## config.mk

```make
export PLATFORM = sky130hd
export DESIGN_NAME = adc_so_top
export DESIGN_NICKNAME = d
export VERILOG_FILES = /design/src/rtl/adc_so_pkg.sv /design/src/rtl/adc_so_edge.sv /design/src/rtl/adc_so_ctrl.sv /design/src/rtl/adc_so_shifter.sv /design/src/rtl/adc_so_top.sv
export SDC_FILE = /design/constraint.sdc
export NUM_CORES = 1
export LEC_CHECK = 0
export BUFFER_PORTS_ARGS = -buffer_cell sky130_fd_sc_hd__clkbuf_2
export CORE_ASPECT_RATIO = 1.4
export CORE_MARGIN = 2
export CORE_UTILIZATION = 30
export CTS_BUF_LIST = sky130_fd_sc_hd__clkbuf_8 sky130_fd_sc_hd__clkbuf_16
export CTS_CLUSTER_DIAMETER = 30
export DETAILED_ROUTE_END_ITERATION = 12
export PLACE_DENSITY = 0.49
export SYNTH_ARGS = -nofsm -noshare
export SYNTH_HDL_FRONTEND = slang
export SYNTH_SLANG_ARGS = --single-unit
```

## constraint.sdc

```tcl
create_clock -name clk_i -period 3.55 [get_ports clk_i]
set_input_delay 0.8875 -clock clk_i [delete_from_list [all_inputs] [get_ports clk_i]]
set_output_delay 0.8875 -clock clk_i [all_outputs]
set_load 0.005 [all_outputs]
```

## src/rtl/adc_so_pkg.sv

```systemverilog
package adc_so_pkg;
  localparam int unsigned DEF_RES_W       = 12;
  localparam int unsigned DEF_SHORT_W     = 10;
  localparam int unsigned DEF_FRAME_LEN   = 16;
  localparam int unsigned DEF_TRACK_AFTER = 13;
  localparam int unsigned DEF_SHORT_CONV  = 14;
  localparam int unsigned CHAN_POS        = 2;

  typedef enum logic {
    MODE_FULL  = 1'b0,
    MODE_SHORT = 1'b1
  } res_mode_e;

  typedef struct packed {
    logic rise;
    logic fall;
  } edge_t;
endpackage

```

## src/rtl/adc_so_edge.sv

```systemverilog
module adc_so_edge #(
  parameter logic RST_VAL = 1'b0
) (
  input  logic                 clk_i,
  input  logic                 rst_ni,
  input  logic                 sig_i,
  output adc_so_pkg::edge_t    edge_o
);
  logic sig_q;

  always_ff @(posedge clk_i or negedge rst_ni) begin
    if (!rst_ni) sig_q <= RST_VAL;
    else         sig_q <= sig_i;
  end

  // combinational against the live input so select acts within the cycle
  assign edge_o.rise = ~sig_q & sig_i;
  assign edge_o.fall = sig_q & ~sig_i;
endmodule

```

## src/rtl/adc_so_ctrl.sv

```systemverilog
module adc_so_ctrl #(
  parameter int unsigned FRAME_LEN   = adc_so_pkg::DEF_FRAME_LEN,
  parameter int unsigned TRACK_AFTER = adc_so_pkg::DEF_TRACK_AFTER,
  parameter int unsigned SHORT_CONV  = adc_so_pkg::DEF_SHORT_CONV,
  localparam int unsigned CNT_W      = $clog2(FRAME_LEN + 1)
) (
  input  logic                  clk_i,
  input  logic                  rst_ni,
  input  adc_so_pkg::edge_t     cs_edge_i,
  input  adc_so_pkg::edge_t     sclk_edge_i,
  input  adc_so_pkg::res_mode_e mode_i,
  output logic                  active_o,
  output logic                  shift_o,
  output logic                  hold_o,
  output logic                  abort_o
);
  import adc_so_pkg::*;

  localparam logic [CNT_W-1:0] LAST_CNT  = CNT_W'(FRAME_LEN - 1);
  localparam logic [CNT_W-1:0] TRACK_CNT = CNT_W'(TRACK_AFTER);
  localparam logic [CNT_W-1:0] FULL_NEED = CNT_W'(FRAME_LEN);
  localparam logic [CNT_W-1:0] SHRT_NEED = CNT_W'(SHORT_CONV);

  logic [CNT_W-1:0] cnt_q;
  logic             active_q, hold_q, in_frame_q, abort_q;
  res_mode_e        mode_q;
  logic [CNT_W-1:0] need;
  logic             cs_fall, cs_rise;

  assign cs_fall = cs_edge_i.fall;
  assign cs_rise = cs_edge_i.rise;
  assign need    = (mode_q == MODE_SHORT) ? SHRT_NEED : FULL_NEED;
  assign shift_o = sclk_edge_i.fall & active_q & ~cs_fall & ~cs_rise;

  always_ff @(posedge clk_i or negedge rst_ni) begin
    if (!rst_ni) begin
      cnt_q      <= '0;
      active_q   <= 1'b0;
      hold_q     <= 1'b0;
      in_frame_q <= 1'b0;
      abort_q    <= 1'b0;
      mode_q     <= MODE_FULL;
    end else begin
      abort_q <= 1'b0;
      if (cs_fall) begin
        cnt_q      <= '0;
        active_q   <= 1'b1;
        hold_q     <= 1'b1;
        in_frame_q <= 1'b1;
        mode_q     <= mode_i;
      end else if (cs_rise) begin
        active_q   <= 1'b0;
        hold_q     <= 1'b0;
        in_frame_q <= 1'b0;
        abort_q    <= in_frame_q & (cnt_q < need);
      end else begin
        if (shift_o) begin
          cnt_q <= cnt_q + 1'b1;
          if (cnt_q == LAST_CNT) active_q <= 1'b0;
        end
        if (sclk_edge_i.rise && hold_q && cnt_q >= TRACK_CNT) hold_q <= 1'b0;
      end
    end
  end

  assign active_o = active_q;
  assign hold_o   = hold_q;
  assign abort_o  = abort_q;


  hold_on_select_chk: assert property (@(posedge clk_i) disable iff (!rst_ni)
    cs_fall |=> hold_q);

  track_release_chk: assert property (@(posedge clk_i) disable iff (!rst_ni)
    $fell(hold_q) |-> ($past(cnt_q) >= TRACK_CNT) || $past(cs_rise));

  frame_end_chk: assert property (@(posedge clk_i) disable iff (!rst_ni)
    (shift_o && cnt_q == LAST_CNT) |=> !active_q);

  cnt_bound_chk: assert property (@(posedge clk_i) disable iff (!rst_ni)
    cnt_q <= FULL_NEED);

  abort_origin_chk: assert property (@(posedge clk_i) disable iff (!rst_ni)
    abort_q |-> $past(cs_rise) && $past(in_frame_q));
endmodule

```

## src/rtl/adc_so_shifter.sv

```systemverilog
module adc_so_shifter #(
  parameter int unsigned RES_W     = adc_so_pkg::DEF_RES_W,
  parameter int unsigned SHORT_W   = adc_so_pkg::DEF_SHORT_W,
  parameter int unsigned FRAME_LEN = adc_so_pkg::DEF_FRAME_LEN
) (
  input  logic                  clk_i,
  input  logic                  rst_ni,
  input  logic                  load_i,
  input  logic                  shift_i,
  input  adc_so_pkg::res_mode_e mode_i,
  input  logic                  chan_i,
  input  logic [RES_W-1:0]      result_i,
  output logic                  msb_o
);
  import adc_so_pkg::*;

  localparam int unsigned PAD = RES_W - SHORT_W;

  logic [FRAME_LEN-1:0] frame, sh_q;

  always_comb begin
    frame = '0;
    frame[FRAME_LEN-1-CHAN_POS] = chan_i;
    for (int i = 0; i < RES_W; i++) begin
      if (mode_i == MODE_FULL) frame[i] = result_i[i];
      else if (i < SHORT_W)    frame[i + PAD] = result_i[i];
    end
  end

  always_ff @(posedge clk_i or negedge rst_ni) begin
    if (!rst_ni)      sh_q <= '0;
    else if (load_i)  sh_q <= frame;
    else if (shift_i) sh_q <= {sh_q[FRAME_LEN-2:0], 1'b0};
  end

  assign msb_o = sh_q[FRAME_LEN-1];


  shift_hold_chk: assert property (@(posedge clk_i) disable iff (!rst_ni)
    (!load_i && !shift_i) |=> $stable(sh_q));
endmodule

```

## src/rtl/adc_so_top.sv

```systemverilog
module adc_so_top #(
  parameter int unsigned RES_W       = adc_so_pkg::DEF_RES_W,
  parameter int unsigned SHORT_W     = adc_so_pkg::DEF_SHORT_W,
  parameter int unsigned FRAME_LEN   = adc_so_pkg::DEF_FRAME_LEN,
  parameter int unsigned TRACK_AFTER = adc_so_pkg::DEF_TRACK_AFTER,
  parameter int unsigned SHORT_CONV  = adc_so_pkg::DEF_SHORT_CONV
) (
  input  logic             clk_i,
  input  logic             rst_ni,
  input  logic             cs_ni,
  input  logic             sclk_i,
  input  logic             mode_short_i,
  input  logic             chan_i,
  input  logic [RES_W-1:0] result_i,
  output logic             dout_o,
  output logic             oe_o,
  output logic             hold_o,
  output logic             abort_o
);
  import adc_so_pkg::*;

  edge_t     cs_edge, sclk_edge;
  res_mode_e mode;
  logic      active, shift, msb;

  assign mode = mode_short_i ? MODE_SHORT : MODE_FULL;

  adc_so_edge #(.RST_VAL(1'b1)) u_cs_edge (
    .clk_i(clk_i), .rst_ni(rst_ni), .sig_i(cs_ni), .edge_o(cs_edge));

  adc_so_edge #(.RST_VAL(1'b0)) u_sclk_edge (
    .clk_i(clk_i), .rst_ni(rst_ni), .sig_i(sclk_i), .edge_o(sclk_edge));

  adc_so_ctrl #(
    .FRAME_LEN(FRAME_LEN), .TRACK_AFTER(TRACK_AFTER), .SHORT_CONV(SHORT_CONV)
  ) u_ctrl (
    .clk_i(clk_i), .rst_ni(rst_ni), .cs_edge_i(cs_edge), .sclk_edge_i(sclk_edge),
    .mode_i(mode), .active_o(active), .shift_o(shift), .hold_o(hold_o),
    .abort_o(abort_o));

  adc_so_shifter #(
    .RES_W(RES_W), .SHORT_W(SHORT_W), .FRAME_LEN(FRAME_LEN)
  ) u_shift (
    .clk_i(clk_i), .rst_ni(rst_ni), .load_i(cs_edge.fall), .shift_i(shift),
    .mode_i(mode), .chan_i(chan_i), .result_i(result_i), .msb_o(msb));

  // pending select fall drives the pin before the first clock edge
  assign oe_o   = ~cs_ni & (cs_edge.fall | active) & rst_ni;
  assign dout_o = oe_o & active & msb;


  oe_release_chk: assert property (@(posedge clk_i) disable iff (!rst_ni)
    cs_ni |-> !oe_o);
endmodule

```

* Word level (Yosys, flattened, before mapping)
Index checks and enable logic that the tools add are counted.
Word-level totals: input bits 18, flip-flop bits (word level) 28, output and inout bits 4
Operators by class: eq/ne operators 2, reduce and logical (&&, ||, !) cells 9, order comparisons 2, multiplexer cells 30, add/sub/neg operators 1, bitwise logic cells 19
Operators with widths (count):
- $mux 16 | 2
- $mux 1 | 24
- $mux 5 | 4
- $and 1x1->1 | 12
- $reduce_bool 3->1 | 3
- $not 1->1 | 6
- $add 5x1->5 const B | 1
- $eq 5x4->1 const B | 1
- $ge 5x4->1 const B | 1
- $lt 5x5->1 | 1
- $reduce_and 2->1 | 2
- $reduce_bool 2->1 | 2
- $logic_and 1x1->1 | 2
- $ne 2x1->1 const B | 1
- $or 1x1->1 | 1

* Logic depth before layout (Yosys ltp)
Gate-level depths: netlist of run 1.
depth after elaboration 8, depth in mapped cells 7

* By module
From an unflattened synthesis of run 1, not the netlist that was laid out.
Unflattened totals: cell total of the unflattened synthesis 126, area total of the unflattened synthesis 1511.4 um^2
Modules (own cells, without submodules):
- adc_so_shifter | cells each 65, area each 854.6 um^2, instances 1
- adc_so_ctrl | cells each 52, area each 549.3 um^2, instances 1
- adc_so_edge at u_cs_edge | cells each 3, area each 41.3 um^2, instances 1
- adc_so_edge at u_sclk_edge | cells each 3, area each 40.0 um^2, instances 1
- adc_so_top | cells each 3, area each 26.3 um^2, instances 1

* Worst setup path after synthesis of run 1
OpenSTA, ideal clock, no wires.
kind input-to-output, start input port cs_ni, end output port oe_o, buffers on the path 2, data arrival time 1.743 ns, stages 5, path slack 0.919 ns, cell sequence inv_1 > ha_1 > buf_2 > buf_1 > o211a_1
On the way: cells in the longest elaborated chain, start to end 5
RTL lines:
- start, declared | line adc_so_top.sv:10 | input logic cs_ni,
- $not 1->1 | line adc_so_edge.sv:18 | assign edge_o.fall = sig_q & ~sig_i;
- $and 1x1->1 | line adc_so_edge.sv:18
- via u_shift.load_i | line adc_so_shifter.sv:8 | input logic load_i,
- $or 1x1->1 | line adc_so_top.sv:48 | assign oe_o = ~cs_ni & (cs_edge.fall | active) & rst_ni;
- $and 1x1->1 (2 in series) | line adc_so_top.sv:48
- end, declared | line adc_so_top.sv:16 | output logic oe_o,
The timed path passes the listed nets, and every way through them passes these cells.

* Worst setup path in the final report of run 1
start input port cs_ni, end register u_shift.sh_q[4]
On the way: cells in the longest elaborated chain, start to end 6, elaborated cells between the ends (all ways) 9
RTL lines:
- $not 1->1 | line adc_so_edge.sv:18
- $and 1x1->1 | line adc_so_edge.sv:18
- $not 1->1 | line adc_so_ctrl.sv:33 | assign shift_o = sclk_edge_i.fall & active_q & ~cs_fall & ~cs_rise;
- $and 1x1->1 (2 in series) | line adc_so_ctrl.sv:33
- $reduce_bool 2->1 (no source line)
- end signal, assigned | line adc_so_shifter.sv:32 | else if (load_i) sh_q <= frame;
- end signal, assigned | line adc_so_shifter.sv:33 | else if (shift_i) sh_q <= {sh_q[FRAME_LEN-2:0], 1'b0};
- end, declared | line adc_so_shifter.sv:19 | logic [FRAME_LEN-1:0] frame, sh_q;
Parallel ways exist; a longest one is shown, timed or not. A chain may end at the register's enable or synchronous reset.

==> impl_results.md, run 1 <==
* Vias after detailed routing at 1,125
* Final Hold Viols at 0
* Leak Pwr at 0.894 nW
* Yosys warnings at 0
* Yosys top cell area share at 0.435
* Cell family with most CP delay: simple AND/OR/NAND/NOR gates
* Most common library cells after synthesis: 27 x dfrtp_1, 12 x nor2_1, 11 x a21oi_1, 11 x mux2i_1, 9 x mux2_4
* Slowest-stage cell, CP: or2_1
* Maximum fanout along the worst path at 12
* Worst Setup End Kind: register
* Core area at 5080 sq um
* DIE AREA at 5780 sq um
* Fin crit period at 2.59 ns
* Final WS setup at 0.960 ns
* Asr flop ratio synth at 1.00
* Clock sinks at 28
* DP HPWL at 2.32 mm
* WL final at 3.05 mm
* Pre-CTS setup slack at 0.651 ns
* Hold WC Path Type: in -> async
* Inst Count DP at 223
* Tcrit/Tclk final at 0.730
* TritonCTS Buffers at 3
* Htree depth at 1
* Die height at 89.2 microns
* Switching pwr at 0.229 mW
* CTS tree: built
* Final Skew at 0.00158 ns
* PwrDens at 496 nW/um^2
* Synthesized flop and latch total at 28
* Unique cell type count in the Yosys netlist at 39
* Post-synthesis cell area at 1550 sq um
* Tot Pwr at 0.886 mW
* Seq pwr share at 0.492
* Reg clk slew, reported paths at 0.09 ns
* Most frequent cell after synthesis: dfrtp_1
* First-pass GRT wire length at 5.55 mm
* FILL cells at 515
* 1st-iter DRT viols at 31
* Final number of max-transition violations at 0
* Avg Inst Size Synth at 10.9 sq um
* Prevailing post-synth register cell: dfrtp_1
* Gpl congestion at 0.736
* Hold-fix buffers, CTS at 0
* Clock group share of total power at 0.282
* ANT cells at 0
* Clock buffer depth at 2
* Final Cell Area at 1790 sq um
* Port bufs at 21
* Least-Margin Pin Slew at 0.655 ns
* Share of the yosys chip area belonging to registers at 0.452
* Hold_ws at 0.482 ns
* Post-CTS sizing at 0
* Crit-path cells: clkbuf_2 > ha_1 > and4bb_1 > or2_1 > mux2_2
* Skew-Pair Late Insertion Delay at 0.27 ns
* Final ANT Viol Nets at 0
* Syn Nets at 168
* Top cells by area, synth: dfrtp_1 43%, mux2_4 8.7%, mux2i_1 7.1%, ha_1 6.4%, a21oi_1 3.5%
* Outcome: finished clean
* Layout cells sized above 1 at 0.255
* FP Rows at 31
* First-pass detailed-route iteration total at 3
* Crit start category: input port
* Slew HR at 0.563
* Max incr delay on CP at 0.59 ns
* Die X at 64.8 microns
* Comb pwr share at 0.227
* Post-DP Area at 1720 sq um
* Switch share at 0.258
* VDD IR max at 0.211 mV
* DRC errors left at 0
* Vias/cell at 4.96
* Cells after synthesis at 142
* Arr. time, crit path at 2.76 ns
* Post-synth EDFFs at 0
* Final core utilization at 0.352
* Fmax at 0.386 GHz
* Kind of critical path: in -> reg
* Setup violations, final at 0
* Initial antenna violation count at 0
* TNS Setup at 0 ns
* Final instance count without filler cells at 227
* GRT Overall Usage at 0.121
* Post-CTS Setup Bufs at 0
* Per-cell routed wire length at 13.4 microns
* Total of max-cap violations at 0
* Worst path bufs/invs at 1
* Yosys top cell by area: dfrtp_1
* Root buffer cell: clkbuf_8
* CP required at 3.72 ns
* I/O Pins at 22
* Grt total ovfl at 0
* Initial Utilization at 0.306
* Int Pwr at 0.657 mW
* Nets at 188
* Area grow syn2layout at 15.0%
* Vias in the first global route at 1,180
* Unrepaired setup endpoints after global routing: no
* Largest net degree at the start of global routing at 39
-- layer usage --
layer / GRT usage / share of wire / wire length (microns)
met5: 0 / 0 / 0
met4: 0.0406 / 0.010 / 32
met3: 0.0151 / 0.033 / 100
met2: 0.215 / 0.51 / 1550
met1: 0.153 / 0.45 / 1370
-- area by class of cell --
| class | instances | area (sq um) | area share |
|---|---|---|---|
| multi-input cells | 98 | 781 | 0.437 |
| flip-flops and latches | 28 | 702 | 0.393 |
| repair buffers | 23 | 120 | 0.0672 |
| well taps | 66 | 82.6 | 0.0462 |
| clock buffers | 3 | 41.3 | 0.0231 |
| clock inverters | 1 | 30.0 | 0.0168 |
| inverters | 8 | 30.0 | 0.0168 |
-- power by group through the flow --
stage | combinational [mW] | clock [mW] | sequential (mW)
floorplan | 0.163 | 0 | 0.425
global placement | 0.196 | 0 | 0.438
detailed placement | 0.209 | 0 | 0.438
CTS | 0.207 | 0.262 | 0.436
global route | 0.226 | 0.271 | 0.446
finish | 0.201 | 0.249 | 0.436
-- state kept, by name (all words and copies together) (netlist names) --
| name | count |
|---|---|
| u_cs_edge.sig_q | 1 |
| u_ctrl.abort_o | 1 |
| u_ctrl.active_o | 1 |
| u_ctrl.cnt_q | 5 |
| u_ctrl.hold_o | 1 |
| u_ctrl.in_frame_q | 1 |
| u_ctrl.mode_q | 1 |
| u_sclk_edge.sig_q | 1 |
| u_shift.sh_q | 16 |
-- cell usage in the layout, fill, tap and decap left out, types with 2 or more instances in the layout --
cell,instances
a21o_1,3
a21oi_1,11
a31o_2,2
and3_1,2
buf_4,2
clkbuf_2,21
clkbuf_8,3
dfrtp_1,27
ha_1,8
inv_1,8
mux2_2,2
mux2_4,9
mux2i_1,11
nand2_1,5
nand3_1,2
nand3b_1,2
nor2_1,12
nor3b_1,4
o21ai_0,6
o2bb2ai_1,2
-- path summary, 6_finish.rpt --
path	start	endpoint	slack (ns)	cells past startpoint
max	cs_ni	u_shift.sh_q[4]$_DFFE_PN0P_	0.96	5
min	rst_ni	u_ctrl.cnt_q[2]$_DFFE_PN0P_	0.48	1
max reg2reg	u_cs_edge.sig_q$_DFF_PN1_	u_shift.sh_q[4]$_DFFE_PN0P_	1.13	5
min reg2reg	u_shift.sh_q[13]$_DFFE_PN0P_	u_shift.sh_q[14]$_DFFE_PN0P_	0.48	1
max in group asynchronous	rst_ni	u_shift.sh_q[0]$_DFFE_PN0P_	2.52	2
min in group clk_i	u_shift.sh_q[13]$_DFFE_PN0P_	u_shift.sh_q[14]$_DFFE_PN0P_	0.48	1
-- cells by family (layout without fill, tap and decap cells) --
logic type	Yosys count	count (layout)	synth area share
flip-flops	28	28	0.452
multiplexers	22	22	0.172
adder cells (fa/ha/maj)	8	8	0.0644
AO/OA/AOI/OAI	30	30	0.125
AND/OR/NAND/NOR	38	38	0.141
buffers and inverters	16	35	0.0459
No activity file was read; power rests on OpenSTA's default activity.
==> run 2: changes to the inputs <==
--- a/config.mk
+++ b/config.mk
@@ -5,6 +5,7 @@
 export SDC_FILE = /design/constraint.sdc
 export NUM_CORES = 1
 export LEC_CHECK = 0
+export ABC_AREA = 1
 export BUFFER_PORTS_ARGS = -buffer_cell sky130_fd_sc_hd__clkbuf_2
 export CORE_ASPECT_RATIO = 1.4
 export CORE_MARGIN = 2
@@ -12,7 +13,7 @@
 export CTS_BUF_LIST = sky130_fd_sc_hd__clkbuf_8 sky130_fd_sc_hd__clkbuf_16
 export CTS_CLUSTER_DIAMETER = 30
 export DETAILED_ROUTE_END_ITERATION = 12
-export PLACE_DENSITY = 0.49
+export PLACE_DENSITY = 0.51
 export SYNTH_ARGS = -nofsm -noshare
 export SYNTH_HDL_FRONTEND = slang
 export SYNTH_SLANG_ARGS = --single-unit
==> constraint.sdc (replaced) <==
create_clock -name clk_i -period 2.3 [get_ports clk_i]
set_input_delay 0.575 -clock clk_i [delete_from_list [all_inputs] [get_ports clk_i]]
set_output_delay 0.575 -clock clk_i [all_outputs]
set_load 0.005 [all_outputs]
==> run 2 against run 1 <==
Net effect: sequential power is 39% higher; clock power is 11% higher; sequential share of layout area is 0.64 points higher; first-iteration DRC count is 42% higher; synthesized cell count is 41% higher; area after synthesis is 0.32% lower; core utilization is 0.59 points higher; critical endpoint is now oe_o.
==> impl_results.md, run 2 <==
* Unique cell type count in the Yosys netlist at 23 (-41%)
* Final WS setup at 0.279 ns (-0.681 ns)
* Largest reg by FF count: u_shift.sh_q
* Inst Count DP at 281 (+26%)
* I/O Pins at 22 (unchanged)
* Initial Utilization at 0.315 (+0.00918)
* Vias/cell at 4.70 (-5.1%)
* FP Rows at 30 (-3.2%)
* Post-DP Area at 1710 sq um (-0.15%)
* Htree depth at 1 (unchanged)
* Reg2reg start: u_cs_edge.sig_q$_DFF_PN1_
* Clock sinks at 28 (unchanged)
* Max reg flops at 16 (unchanged)
* Worst Setup End Kind: output pin
* Synthesized flop and latch total at 28 (unchanged)
* Biggest regs: u_shift.sh_q (16), u_ctrl.cnt_q (5)
* Commonest non-fill, non-tap cell in the layout: nand2_1
* Initial antenna violation count at 0 (unchanged)
* TNS Setup at 0 ns (unchanged)
* Most frequent cell after synthesis: nand2_1
* Nets at 248 (+32%)
* Fin crit period at 2.02 ns
* Yosys top cell by area: dfrtp_1
* Maximum fanout along the worst path at 5 (-7)
* Die X at 64.7 microns (-0.15%)
* Final Cell Area at 1760 sq um (-1.6%)
* Slew HR at 0.689 (+0.126)
* Comb pwr share at 0.199 (-0.028)
* Crit start category: register
* ANT cells at 0 (unchanged)
* Arr. time, crit path at 1.45 ns (-1.31 ns)
* Asr flop ratio synth at 1.00 (unchanged)
* First-pass detailed-route iteration total at 4 (+1)
* Total of max-cap violations at 0 (unchanged)
* Gpl congestion at 0.749 (+1.8%)
* Yosys warnings at 0 (unchanged)
* Switch share at 0.300 (+0.0423)
* Tcrit/Tclk final at 0.879
* CTS tree: built
* DRC errors left at 0 (unchanged)
* Clock buffer depth at 2 (unchanged)
* Seq pwr share at 0.549 (+0.057)
* Avg Inst Size Synth at 7.74 sq um (-29%)
* Layout cells sized above 1 at 0.158 (-0.0963)
* Most common library cells after synthesis: 68 x nand2_1, 41 x nand3_1, 27 x dfrtp_1, 19 x inv_1, 8 x ha_1
* Vias in the first global route at 1,284 (+8.8%)
* Least-Margin Pin Slew at 0.467 ns (-0.188 ns)
* TritonCTS Buffers at 3 (unchanged)
* Core area at 4920 sq um (-3.2%)
* Syn Nets at 226 (+35%)
* PwrDens at 627 nW/um^2 (+26%)
* Hold-fix buffers, CTS at 0 (unchanged)
* Per-cell routed wire length at 12.2 microns (-9.2%)
* Final ANT Viol Nets at 0 (unchanged)
* Share of the yosys chip area belonging to registers at 0.453 (+0.00146)
* Reg clk slew, reported paths at 0.10 ns (about the same)
* First-pass GRT wire length at 6.00 mm (+8.1%)
* Final Hold Viols at 0 (unchanged)
* Final Skew at 0.00669 ns (+0.00511 ns)
* Post-CTS sizing at 0 (unchanged)
* WL final at 3.48 mm (+14%)
* Post-synth EDFFs at 0 (unchanged)
* Unrepaired setup endpoints after global routing: no
* GRT Overall Usage at 0.135 (+0.0135)
* Post-synthesis cell area at 1550 sq um (-0.32%)
* Leak Pwr at 0.945 nW (+5.7%)
* Cells after synthesis at 200 (+41%)
* Final instance count without filler cells at 285 (+26%)
* VDD IR max at 0.311 mV (+47%)
* DIE AREA at 5760 sq um (-0.30%)
* Port bufs at 21 (unchanged)
* Grt total ovfl at 0 (unchanged)
* Clock group share of total power at 0.252 (-0.030)
* Post-CTS Setup Bufs at 0 (unchanged)
* Final number of max-transition violations at 0 (unchanged)
* 1st-iter DRT viols at 44 (+42%)
* Kind of critical path: reg -> out
* CP required at 1.73 ns (-1.99 ns)
* DP HPWL at 2.51 mm (+8.0%)
* Largest net degree at the start of global routing at 30 (-23%)
* Most frequent cells in the layout: 68 x nand2_1, 41 x nand3_1, 27 x dfrtp_1
* Vias after detailed routing at 1,340 (+19%)
* Prevailing post-synth register cell: dfrtp_1
* Switching pwr at 0.331 mW (+45%)
* Int Pwr at 0.771 mW (+17%)
* Skew-Pair Late Insertion Delay at 0.28 ns (about the same)
* Setup violations, final at 0 (unchanged)
* Yosys top cell area share at 0.436 (+0.00140)
* Hold WC Path Type: in -> async
* Die height at 89.0 microns (-0.16%)
* Top cells by area, synth: dfrtp_1 44%, nand2_1 16%, nand3_1 13%, ha_1 6.5%, inv_1 4.6%
* Root buffer cell: clkbuf_8
* Setup crit start: u_cs_edge.sig_q$_DFF_PN1_
* Fmax at 0.495 GHz
* Outcome: finished clean
* Area grow syn2layout at 13.5%
* Pre-CTS setup slack at 0.312 ns (-0.338 ns)
==> run 2: worst max-delay path, cell delays in order, from the launching register on <==
cell and delay [ns]:
dfstp_2 0.54, ha_1 0.20, inv_2 0.08, a211oi_1 0.20
clkbuf_2 0.15
==> run 2: logic make-up (layout without fill, tap and decap cells) <==
kind of cell | Yosys count | count (layout) | share of synthesized area
fa+ha+maj | 8 | 8 | 0.0646
simple gates | 123 | 123 | 0.355
compound gates | 13 | 13 | 0.0452
flops | 28 | 28 | 0.453
buf+inv | 28 | 49 | 0.0816
==> run 2: per-stage QoR <==
stage                     utilization  hold WS, ns  total power, mW
after global placement          0.348        0.476            0.838
after global routing            0.358        0.332             1.18
after detailed placement        0.348        0.476            0.838
after floorplan                     -        0.279            0.763
after CTS                       0.358        0.320             1.12
final                           0.358        0.303             1.10
==> run 2: path summary, 6_finish.rpt <==
path / endpoint / slack, ns / cells past startpoint
worst max-delay path: oe_o / 0.28 / 4
worst min-delay path: u_ctrl.cnt_q[3]$_DFFE_PN0P_ / 0.30 / 2
worst max register to register: u_shift.sh_q[4]$_DFFE_PN0P_ / 0.58 / 8
worst min register to register: u_shift.sh_q[14]$_DFFE_PN0P_ / 0.49 / 2
max in group asynchronous: u_cs_edge.sig_q$_DFF_PN1_ / 1.68 / 2
min in group clk_i: u_cs_edge.sig_q$_DFF_PN1_ / 0.43 / 1
==> run 2: routing by layer <==
metal  GRT usage  share of wire  up-vias
met3      0.0239          0.032        4
met1       0.165           0.45      629
li1            -              -      684
met2       0.233           0.50       23
met4      0.0561          0.016        0
met5           0              0        -
==> run 2: layout make-up <==
cell class / count / area, sq um
fill: 546 / 3160
multi-input combinational: 144 / 721
sequential: 28 / 702
clock buffer: 3 / 41.3
tap: 64 / 80.1
timing repair buffer: 25 / 135
clock inverter: 1 / 3.75
inverter: 20 / 75.1
==> run 2: power by group through the flow <==
| stage | logic, mW | clock network [mW] | registers, mW |
|---|---|---|---|
| floorplan | 0.160 | 0 | 0.603 |
| CTS | 0.225 | 0.285 | 0.605 |
| global placement | 0.225 | 0 | 0.613 |
| finish | 0.219 | 0.277 | 0.606 |
| global route | 0.258 | 0.310 | 0.614 |
| detailed placement | 0.223 | 0 | 0.615 |
==> run 3: changes to the inputs <==
--- a/config.mk
+++ b/config.mk
@@ -13,7 +13,9 @@
 export CTS_BUF_LIST = sky130_fd_sc_hd__clkbuf_8 sky130_fd_sc_hd__clkbuf_16
 export CTS_CLUSTER_DIAMETER = 30
 export DETAILED_ROUTE_END_ITERATION = 12
+export HOLD_SLACK_MARGIN = 0.15
 export PLACE_DENSITY = 0.51
+export REMOVE_ABC_BUFFERS = 1
 export SYNTH_ARGS = -nofsm -noshare
 export SYNTH_HDL_FRONTEND = slang
 export SYNTH_SLANG_ARGS = --single-unit
==> run 3 against run 2 <==
Net effect: critical path depth did not move; clock skew decreased by 0.0038 ns; count of clock-buffer cells in the layout stayed put; via count rose by 1.5%; non-clock buffer count grew 1; die area did not move.
==> impl_results.md, run 3 (synthesis results as in run 2) <==
* Outcome: finished clean
* Maximum fanout along the worst path at 3 (-2)
* Max reg flops at 16 (unchanged)
* Most frequent cells in the layout: 68 x nand2_1, 41 x nand3_1, 27 x dfrtp_1
* Final core utilization at 0.364 (+0.00687)
* Root buffer cell: clkbuf_8
* Grt total ovfl at 0 (unchanged)
* Fmax at 0.495 GHz (about the same)
* Skew-Pair Late Insertion Delay at 0.28 ns (about the same)
* Hold_ws at 0.308 ns (+0.00484 ns)
* DIE AREA at 5760 sq um (unchanged)
* Post-DP Area at 1720 sq um (+0.44%)
* Reg2reg start: u_cs_edge.sig_q$_DFF_PN1_
* Die X at 64.7 microns (unchanged)
* Crit start category: register
* Final number of max-transition violations at 0 (unchanged)
* Pre-CTS setup slack at 0.327 ns (+0.0150 ns)
* Core area at 4920 sq um (unchanged)
* Max incr delay on CP at 0.55 ns (about the same)
* FP Rows at 30 (unchanged)
* Setup violations, final at 0 (unchanged)
* Post-CTS Setup Bufs at 0 (unchanged)
* CTS tree: built
* Final instance count without filler cells at 286 (+0.35%)
* Crit-path cells: ha_1 > inv_2 > a211oi_1 > clkbuf_2
* Layout cells sized above 1 at 0.167 (+0.00830)
* I/O Pins at 22 (unchanged)
* Per-cell routed wire length at 12.2 microns (-0.21%)
* Kind of critical path: reg -> out
* Area grow syn2layout at 15.7%
* DP HPWL at 2.51 mm (-0.16%)
* Htree depth at 1 (unchanged)
* GRT Overall Usage at 0.140 (+0.00521)
* CP required at 1.73 ns (about the same)
* Post-CTS sizing at 0 (unchanged)
* Slew HR at 0.735 (+0.0461)
* Int Pwr at 0.886 mW (+15%)
* Final Hold Viols at 0 (unchanged)
* Total of max-cap violations at 0 (unchanged)
* Vias in the first global route at 1,324 (+3.1%)
* Largest net degree at the start of global routing at 29 (-3.3%)
* Clock sinks at 28 (unchanged)
* Gpl congestion at 0.774 (+3.4%)
* Tcrit/Tclk final at 0.878 (about the same)
* First-pass GRT wire length at 6.32 mm (+5.4%)
* First-pass detailed-route iteration total at 7 (+3)
* TNS Setup at 0 ns (unchanged)
* Biggest regs: u_shift.sh_q (16), u_ctrl.cnt_q (5)
* Reg clk slew, reported paths at 0.10 ns (about the same)
* Vias/cell at 4.76 (+1.1%)
* WL final at 3.48 mm (+0.14%)
* Reg2reg end: u_shift.sh_q[15]$_DFFE_PN0P_
* Clock group share of total power at 0.327 (+0.075)
* PwrDens at 684 nW/um^2 (+9.1%)
* Reg2reg setup slack at 0.61 ns (+0.03 ns)
* Die height at 89.0 microns (unchanged)
* Inst Count DP at 282 (+0.36%)
* Largest reg by FF count: u_shift.sh_q
* Tot Pwr at 1.23 mW (+11%)
* Final WS setup at 0.281 ns (+0.00186 ns)
* Least-Margin Pin Slew at 0.398 ns (-0.0691 ns)
* Port bufs at 21 (unchanged)
* TritonCTS Buffers at 3 (unchanged)
* Arr. time, crit path at 1.44 ns (about the same)
* Final Skew at 0.00292 ns (-0.00377 ns)
* Hold-fix buffers, CTS at 0 (unchanged)
* 1st-iter DRT viols at 53 (+20%)
* Comb pwr share at 0.181 (-0.018)
* VDD IR max at 0.203 mV (-35%)
* Commonest non-fill, non-tap cell in the layout: nand2_1
* Reg2Reg Depth at 6 (-2)
* Clock buffer depth at 2 (unchanged)
* Unrepaired setup endpoints after global routing: no
* Final Cell Area at 1790 sq um (+1.9%)
* Seq pwr share at 0.492 (-0.057)
* Initial antenna violation count at 0 (unchanged)
* Leak Pwr at 0.959 nW (+1.4%)
* Switch share at 0.278 (-0.0229)
* Vias after detailed routing at 1,360 (+1.5%)
* Switching pwr at 0.340 mW (+2.7%)
* Initial Utilization at 0.315 (unchanged)
* Worst Setup End Kind: output pin
* Hold WC Path Type: in -> async
* DRC errors left at 0 (unchanged)
* Fin crit period at 2.02 ns (-0.00186 ns)
* Nets at 249 (+0.40%)
* ANT cells at 0 (unchanged)
* Slowest-stage cell, CP: dfstp_2
* Final ANT Viol Nets at 0 (unchanged)
[run 3: cell types whose count changed in the layout (fill, tap and decap cells not counted), sizes merged]
cell,change
bufinv,+1
inv,-1
buf,+1
[run 3: how the worst max path moves through the flow]
| stage | slack [ns] | end | cells past startpoint | from |
|---|---|---|---|---|
| global placement | 0.34 | u_shift.sh_q[0]$_DFFE_PN0P_ | 7 | cs_ni |
| CTS | 0.27 | oe_o | 4 | u_cs_edge.sig_q$_DFF_PN1_ |
| floorplan | 0.15 | oe_o | 4 | cs_ni |
| global route | 0.22 | oe_o | 4 | u_cs_edge.sig_q$_DFF_PN1_ |
| finish | 0.28 | oe_o | 4 | u_cs_edge.sig_q$_DFF_PN1_ |
| detailed placement | 0.33 | u_shift.sh_q[15]$_DFFE_PN0P_ | 7 | cs_ni |
[run 3: power by group through the flow]
stage	Combinational (mW)	Sequential (mW)	Clock, mW
floorplan	0.150	0.603	0
global placement	0.225	0.611	0
CTS	0.229	0.602	0.407
global route	0.268	0.612	0.429
finish	0.222	0.603	0.401
detailed placement	0.228	0.611	0
[run 3: final cells by class]
| cell class | count | area (sq um) |
|---|---|---|
| Fill cell | 532 | 3130 |
| Multi-Input combinational cell | 144 | 721 |
| Sequential cell | 28 | 702 |
| Timing Repair Buffer | 26 | 143 |
| Tap cell | 64 | 80.1 |
| Inverter | 20 | 75.1 |
| Clock buffer | 3 | 41.3 |
| Clock inverter | 1 | 30.0 |
[run 3: metal layers]
layer | part of all wire | track usage | vias up
li1 | - | - | 691
met1 | 0.44 | 0.181 | 642
met2 | 0.51 | 0.244 | 25
met3 | 0.034 | 0.0189 | 2
met4 | 0.0098 | 0.0406 | 0
met5 | 0 | 0 | -
[run 3: critical path, delay by kind of cell, from the launching register on]
| kind | cells | cell delay (ns) |
|---|---|---|
| AO/OA/AOI/OAI | 1 | 0.20 |
| adder cells (fa/ha/maj) | 1 | 0.21 |
| buffers and inverters | 2 | 0.21 |
| flip-flops | 1 | 0.55 |
